$ cat config.mk
export PLATFORM = sky130hd
export DESIGN_NAME = dram_strobe_ctl
export DESIGN_NICKNAME = d
export VERILOG_FILES = /design/src/rtl/dsd_pkg.sv /design/src/rtl/dsd_strobe_sync.sv /design/src/rtl/dsd_refresh_ctr.sv /design/src/rtl/dsd_ctrl.sv /design/src/rtl/dram_strobe_ctl.sv
export SDC_FILE = /design/constraint.sdc
export NUM_CORES = 1
export LEC_CHECK = 0
export ABC_AREA = 1
export BUFFER_PORTS_ARGS = -buffer_cell sky130_fd_sc_hd__buf_2
export CAP_MARGIN = 20
export CORE_ASPECT_RATIO = 1.2
export CORE_UTILIZATION = 30
export CTS_BUF_LIST = sky130_fd_sc_hd__clkbuf_8 sky130_fd_sc_hd__clkbuf_16
export DETAILED_ROUTE_END_ITERATION = 8
export GPL_ROUTABILITY_DRIVEN = 0
export PLACE_DENSITY = 0.46
export SLEW_MARGIN = 25
export SYNTH_ARGS = -nofsm -noshare
export SYNTH_HDL_FRONTEND = slang
export SYNTH_SLANG_ARGS = --single-unit
$ cat constraint.sdc
create_clock -name clk -period 2.7 [get_ports clk]
set_input_delay 0.27 -clock clk [delete_from_list [all_inputs] [get_ports clk]]
set_output_delay 0.27 -clock clk [all_outputs]
set_load 0.01 [all_outputs]
$ cat src/rtl/dsd_pkg.sv
// Shared types for the DRAM strobe decoder.
// Assumes: strobe vector bit order ras, cas, we, oe (index 0..3).
package dsd_pkg;
    localparam int NSTRB   = 4;
    localparam int IDX_RAS = 0;
    localparam int IDX_CAS = 1;
    localparam int IDX_WE  = 2;
    localparam int IDX_OE  = 3;

    typedef enum logic [2:0] {
        K_IDLE     = 3'd0,
        K_READ     = 3'd1,
        K_EARLY    = 3'd2,
        K_LATE     = 3'd3,
        K_RAS_ONLY = 3'd4,
        K_CBR      = 3'd5,
        K_HIDDEN   = 3'd6,
        K_TEST     = 3'd7
    } cyc_kind_e;
endpackage

$ cat src/rtl/dsd_strobe_sync.sv
// Two-flop synchroniser bank for active-low asynchronous strobes.
// Output lo[i] is 1 when strobe i is asserted (low) after two clocks.
// Assumes: reset state is "all strobes inactive".
module dsd_strobe_sync #(
    parameter int N = 4
) (
    input  logic         clk,
    input  logic         rst_n,
    input  logic [N-1:0] raw_n,
    output logic [N-1:0] lo
);
    for (genvar i = 0; i < N; i++) begin : g_bit
        logic meta_q, sync_q;
        // two-stage capture of one strobe pin
        always_ff @(posedge clk) begin
            if (!rst_n) begin
                meta_q <= 1'b1;
                sync_q <= 1'b1;
            end else begin
                meta_q <= raw_n[i];
                sync_q <= meta_q;
            end
        end
        assign lo[i] = ~sync_q;
    end
endmodule

$ cat src/rtl/dsd_refresh_ctr.sv
// Internal refresh row counter used by counter-addressed refresh.
// Assumes: step is a single-cycle pulse, wraps modulo 2^W.
module dsd_refresh_ctr #(
    parameter int W = 10
) (
    input  logic         clk,
    input  logic         rst_n,
    input  logic         step,
    output logic [W-1:0] row
);
    // advance once per counter refresh
    always_ff @(posedge clk) begin
        if (!rst_n)    row <= '0;
        else if (step) row <= row + 1'b1;
    end
endmodule

$ cat src/rtl/dsd_ctrl.sv
// Cycle classifier and datapath: row/column latching, read capture,
// early/late write detection, refresh reporting and test mode.
// Assumes: synchronised active-high strobe levels; addr/din stable
// when a strobe edge is acted on.
module dsd_ctrl
    import dsd_pkg::*;
#(
    parameter int AW = 10,
    parameter int DW = 4
) (
    input  logic             clk,
    input  logic             rst_n,
    input  logic [NSTRB-1:0] lo,
    input  logic [AW-1:0]    addr,
    input  logic [DW-1:0]    din,
    input  logic [AW-1:0]    ctr_row,
    output logic             ctr_step,
    output logic [AW-1:0]    arr_row,
    output logic [AW-1:0]    arr_col,
    output logic             arr_we,
    output logic [DW-1:0]    arr_wdata,
    input  logic [DW-1:0]    arr_rdata,
    output logic [DW-1:0]    dq_out,
    output logic             dq_oe,
    output logic             refresh_valid,
    output logic [AW-1:0]    refresh_row,
    output logic             test_mode,
    output cyc_kind_e        cyc_kind,
    output logic             oe_err
);
    localparam int NE = IDX_WE + 1;   // strobes needing edge detection

    logic [NE-1:0] prev_lo;
    logic ras_lo, cas_lo, we_lo, oe_lo;
    logic ras_fall, ras_rise, cas_fall, cas_rise, we_fall;
    logic active_q, cas_seen_q, rd_pend_q, data_valid_q;
    logic [DW-1:0] data_q;

    assign ras_lo = lo[IDX_RAS];
    assign cas_lo = lo[IDX_CAS];
    assign we_lo  = lo[IDX_WE];
    assign oe_lo  = lo[IDX_OE];

    // edge history of the three edge-sensitive strobes
    always_ff @(posedge clk) begin
        if (!rst_n) prev_lo <= '0;
        else        prev_lo <= lo[NE-1:0];
    end

    assign ras_fall = ras_lo & ~prev_lo[IDX_RAS];
    assign ras_rise = ~ras_lo & prev_lo[IDX_RAS];
    assign cas_fall = cas_lo & ~prev_lo[IDX_CAS];
    assign cas_rise = ~cas_lo & prev_lo[IDX_CAS];
    assign we_fall  = we_lo & ~prev_lo[IDX_WE];

    // counter refresh whenever the row strobe falls under a low column strobe
    assign ctr_step = ras_fall & cas_lo;

    // output drive: held read data, column strobe and output enable low
    assign dq_oe  = data_valid_q & cas_lo & oe_lo;
    assign dq_out = data_q;

    // main cycle sequencing and classification
    always_ff @(posedge clk) begin
        if (!rst_n) begin
            arr_row       <= '0;
            arr_col       <= '0;
            arr_we        <= 1'b0;
            arr_wdata     <= '0;
            active_q      <= 1'b0;
            cas_seen_q    <= 1'b0;
            rd_pend_q     <= 1'b0;
            data_valid_q  <= 1'b0;
            data_q        <= '0;
            refresh_valid <= 1'b0;
            refresh_row   <= '0;
            test_mode     <= 1'b0;
            cyc_kind      <= K_IDLE;
            oe_err        <= 1'b0;
        end else begin
            arr_we        <= 1'b0;
            refresh_valid <= 1'b0;
            oe_err        <= 1'b0;

            if (rd_pend_q) begin
                data_q       <= arr_rdata;
                data_valid_q <= 1'b1;
                rd_pend_q    <= 1'b0;
            end
            if (cas_rise) begin
                data_valid_q <= 1'b0;
            end

            if (ras_fall) begin
                if (cas_lo) begin
                    refresh_valid <= 1'b1;
                    refresh_row   <= ctr_row;
                    if (we_lo) begin
                        test_mode <= 1'b1;
                        cyc_kind  <= K_TEST;
                    end else begin
                        test_mode <= 1'b0;
                        cyc_kind  <= data_valid_q ? K_HIDDEN : K_CBR;
                    end
                end else begin
                    arr_row    <= addr;
                    active_q   <= 1'b1;
                    cas_seen_q <= 1'b0;
                end
            end

            if (ras_rise) begin
                if (active_q && !cas_seen_q) begin
                    refresh_valid <= 1'b1;
                    refresh_row   <= arr_row;
                    test_mode     <= 1'b0;
                    cyc_kind      <= K_RAS_ONLY;
                end
                active_q <= 1'b0;
            end

            if (cas_fall && active_q && ras_lo) begin
                arr_col    <= addr;
                cas_seen_q <= 1'b1;
                if (we_lo) begin
                    arr_we    <= 1'b1;
                    arr_wdata <= din;
                    cyc_kind  <= K_EARLY;
                end else begin
                    rd_pend_q <= 1'b1;
                    cyc_kind  <= K_READ;
                end
            end

            if (we_fall && active_q && cas_lo && data_valid_q) begin
                if (oe_lo) begin
                    oe_err <= 1'b1;
                end else begin
                    arr_we    <= 1'b1;
                    arr_wdata <= din;
                    cyc_kind  <= K_LATE;
                end
            end
        end
    end
endmodule

$ cat src/rtl/dram_strobe_ctl.sv
// Top: synchronises the four strobes, runs the cycle classifier and
// owns the refresh counter.
// Assumes: the array answers arr_rdata combinationally.
module dram_strobe_ctl #(
    parameter int AW = 10,
    parameter int DW = 4
) (
    input  logic          clk,
    input  logic          rst_n,
    input  logic          ras_n,
    input  logic          cas_n,
    input  logic          we_n,
    input  logic          oe_n,
    input  logic [AW-1:0] addr,
    input  logic [DW-1:0] din,
    output logic [DW-1:0] dq_out,
    output logic          dq_oe,
    output logic [AW-1:0] arr_row,
    output logic [AW-1:0] arr_col,
    output logic          arr_we,
    output logic [DW-1:0] arr_wdata,
    input  logic [DW-1:0] arr_rdata,
    output logic          refresh_valid,
    output logic [AW-1:0] refresh_row,
    output logic          test_mode,
    output logic [2:0]    cyc_kind,
    output logic          oe_err
);
    import dsd_pkg::*;

    logic [NSTRB-1:0] strb_lo;
    logic [AW-1:0]    ctr_row;
    logic             ctr_step;
    cyc_kind_e        kind;

    dsd_strobe_sync #(.N(NSTRB)) u_sync (
        .clk   (clk),
        .rst_n (rst_n),
        .raw_n ({oe_n, we_n, cas_n, ras_n}),
        .lo    (strb_lo)
    );

    dsd_refresh_ctr #(.W(AW)) u_ctr (
        .clk   (clk),
        .rst_n (rst_n),
        .step  (ctr_step),
        .row   (ctr_row)
    );

    dsd_ctrl #(.AW(AW), .DW(DW)) u_ctrl (
        .clk           (clk),
        .rst_n         (rst_n),
        .lo            (strb_lo),
        .addr          (addr),
        .din           (din),
        .ctr_row       (ctr_row),
        .ctr_step      (ctr_step),
        .arr_row       (arr_row),
        .arr_col       (arr_col),
        .arr_we        (arr_we),
        .arr_wdata     (arr_wdata),
        .arr_rdata     (arr_rdata),
        .dq_out        (dq_out),
        .dq_oe         (dq_oe),
        .refresh_valid (refresh_valid),
        .refresh_row   (refresh_row),
        .test_mode     (test_mode),
        .cyc_kind      (kind),
        .oe_err        (oe_err)
    );

    assign cyc_kind = kind;
endmodule

==> results.ini <==
[critical_path]
critical_path_class=reg2reg
cp-endpoint=u_ctrl.arr_wdata[3]$_SDFF_PN0_
cp-startpoint=u_sync.g_bit[1].sync_q$_SDFF_PN1_
crit_required_ns=2.94
cp-end-kind=flop
r2r_start=u_sync.g_bit[1].sync_q$_SDFF_PN1_
r2r_end=u_ctrl.arr_wdata[3]$_SDFF_PN0_
rrSetupSlack_ns=0.99
arrival_ns=1.95
critPathLaunchType=flop
r2r_cells=8
path_max_fanout=13

[yosys]
yosys_warnings=0
synthTopCellsByCount=nor2_1, dfxtp_1, o21ai_0
avgSynthCellArea_um2=7.84
synth_area_um2=2690
synth.distinct_cells=28
synth_top_cell_area_share_pct=52.1
yosys-top-cells-area=dfxtp_1, nor2_1, o21ai_0, nand2_1, inv_1
synth_nets=368
yosysTopAreaCell=dfxtp_1
synth_seq_cells=70
synth.most_common_cell=nor2_1
netlist_instances=343
synthArstFlopShare_pct=0
synth_edf_count=0
ys.flop_type=dfxtp_1
yosysSeqAreaShare_pct=52.1

[routing]
vias=2350
wl_met1_um=3190
final_antenna_net_count=0
route.met2.wl_um=3200
drt_iter0_drc=104
met3_length_um=237
first_pass_iters=4
via_per_inst=4.41
top_layer=met4
drc=0
routedWlPerCell_um=12.6
wirelength_um=6730

[global_route]
grt_pass1_wl_um=11100
grt_overflow=0
antenna_found_initial=0
grt_usage_pct=15.8
first_global_vias=2283
grt_max_degree=48

[place]
place_hpwl_um=4810
dp.cells=517
portBuffers=69

[layout]
multi_input_area_um2=1090
final_cells=533
seq_area_um2=1400
antenna-diode-count=0
syn_to_final_growth_pct=22.9
drive_gt1_share_pct=26.9
nets=436
nFillCells=974

[die]
dieArea_um2=9340
die_h_um=106
boundaryPins=70
die_w_um=88.4
start_util_pct=31.0
core_area_um2=8660
core.rowCount=37

[cts]
holdBufCountCts=0
cts_tree=built
clockBufferDepth=2
clkLatencyLatePin_ns=0.35
h-tree-depth=3
clk_pin_slew_ns=0.08
clock-sinks=70
post_cts_buffers=0
cts-resized-gates=0
cts-root-buf=clkbuf_8
cts_made_buffers=9

[sta]
post-route-period-util_pct=63.4
worstMarginPinSlew_ns=0.700
hold_ws_ns=0.104
min_period_ns=1.71
fmax_mhz=585
skew_ns=0.00485
rsz0062_at_grt=false
max-slew-margin-rel_pct=53.3
finalSetupTns_ns=0
hold_violations=0
maxSlewViolCount=0
setup_viol=0

[run_status]
run_status=finished clean

[run]
drv_cap=0

[power]
power.density_nw_per_um2=602
power_leakage_nw=1.50
ir_worst_vdd_mv=0.268

[worst_hold_path]
hold_path.class=in2reg

registers in the layout, summed over array words and instances (netlist names):
name and flops:
u_sync.g_bit.sync_q 4, u_ctrl.active_q 1, u_ctrl.arr_wdata 4, u_ctrl.arr_we 1
u_ctrl.cas_seen_q 1, u_ctrl.test_mode 1, u_ctr.row 10, u_ctrl.prev_lo 3
u_ctrl.arr_row 10, u_ctrl.rd_pend_q 1, u_ctrl.cyc_kind 3, u_ctrl.arr_col 10
u_ctrl.refresh_valid 1, u_ctrl.refresh_row 10, u_ctrl.data_valid_q 1, u_sync.g_bit.meta_q 4
u_ctrl.dq_out 4, u_ctrl.oe_err 1
cell type report:
cell class | instances | area share [%]
flip-flops and latches | 70 | 42.4
multi-input cells | 228 | 32.9
repair buffers | 71 | 10.9
well taps | 117 | 4.43
clock buffers | 9 | 3.75
inverters | 31 | 3.60
clock inverters | 7 | 1.97
worst min path at each step:
stage	from	end	slack [ns]	cells past startpoint
after floorplan	ras_n	u_sync.g_bit[0].meta_q$_SDFF_PN1_	0.38	1
after CTS	ras_n	u_sync.g_bit[0].meta_q$_SDFF_PN1_	0.09	2
after global placement	u_sync.g_bit[3].meta_q$_SDFF_PN1_	u_sync.g_bit[3].sync_q$_SDFF_PN1_	0.40	1
after detailed placement	u_sync.g_bit[3].meta_q$_SDFF_PN1_	u_sync.g_bit[3].sync_q$_SDFF_PN1_	0.40	1
after global routing	cas_n	u_sync.g_bit[1].meta_q$_SDFF_PN1_	0.09	2
final	cas_n	u_sync.g_bit[1].meta_q$_SDFF_PN1_	0.10	2
through the flow:
step	worst slack (ns)	total power [mW]	area, um2	utilization [%]
floorplan	1.55	1.14	2690	-
global placement	1.04	1.19	3110	36.0
detailed placement	0.978	1.19	3110	36.0
CTS	0.970	2.01	3300	38.2
global route	0.762	2.07	3300	38.2
finish	0.989	1.99	3300	38.2
layout by cell type (no fill, tap or decap), types with 2 or more instances in the layout:
cell type   netlist  routed
o21ai_1           3       3
inv_2             3       3
nand2_4           2       2
a21oi_1          18      18
buf_4             0       2
clkinv_2          0       4
clkbuf_8          0       9
nand3_1           9       9
nor3_1            4       4
clkinvlp_4        0       2
nor3_2            3       3
inv_1            26      26
nand2_2           2       2
nand2_1          42      42
nand4_1           4       4
dfxtp_1          70      70
or2_2             9       9
nor2_1           74      74
nor4_1            2       2
buf_2             4      69
o21ai_0          48      48
nor2_4            2       2
critical path, stage by stage (launching register included):
cell and delay [ns]:
dfxtp_1 0.37, nor2_1 0.15, nand3_2 0.22, inv_1 0.40
nand2_1 0.11, nand2_2 0.15, inv_2 0.07, nor2_1 0.08
nor2_1 0.05
routing by layer:
layer / global-route usage (%) / vias up
met5: 0 / -
met4: 6.91 / 0
met3: 3.99 / 8
met2: 23.6 / 53
met1: 21.3 / 1050
li1: - / 1239
cell families after synthesis:
| group | Yosys count | synth area share, % |
|---|---|---|
| buffers and inverters | 45 | 7.40 |
| AND/OR/NAND/NOR | 157 | 26.8 |
| AO/OA/AOI/OAI | 70 | 13.2 |
| adder cells (fa/ha/maj) | 1 | 0.465 |
| flip-flops | 70 | 52.1 |
where the power goes:
part	total (mW)	leakage, nW	switching [mW]	internal [mW]
logic	0.0997	0.839	0.0593	0.0404
clock network	0.824	0.0948	0.404	0.419
registers	1.07	0.567	0.0142	1.05
total	1.99	1.50	0.478	1.51
(Power assumes the default switching activity.)
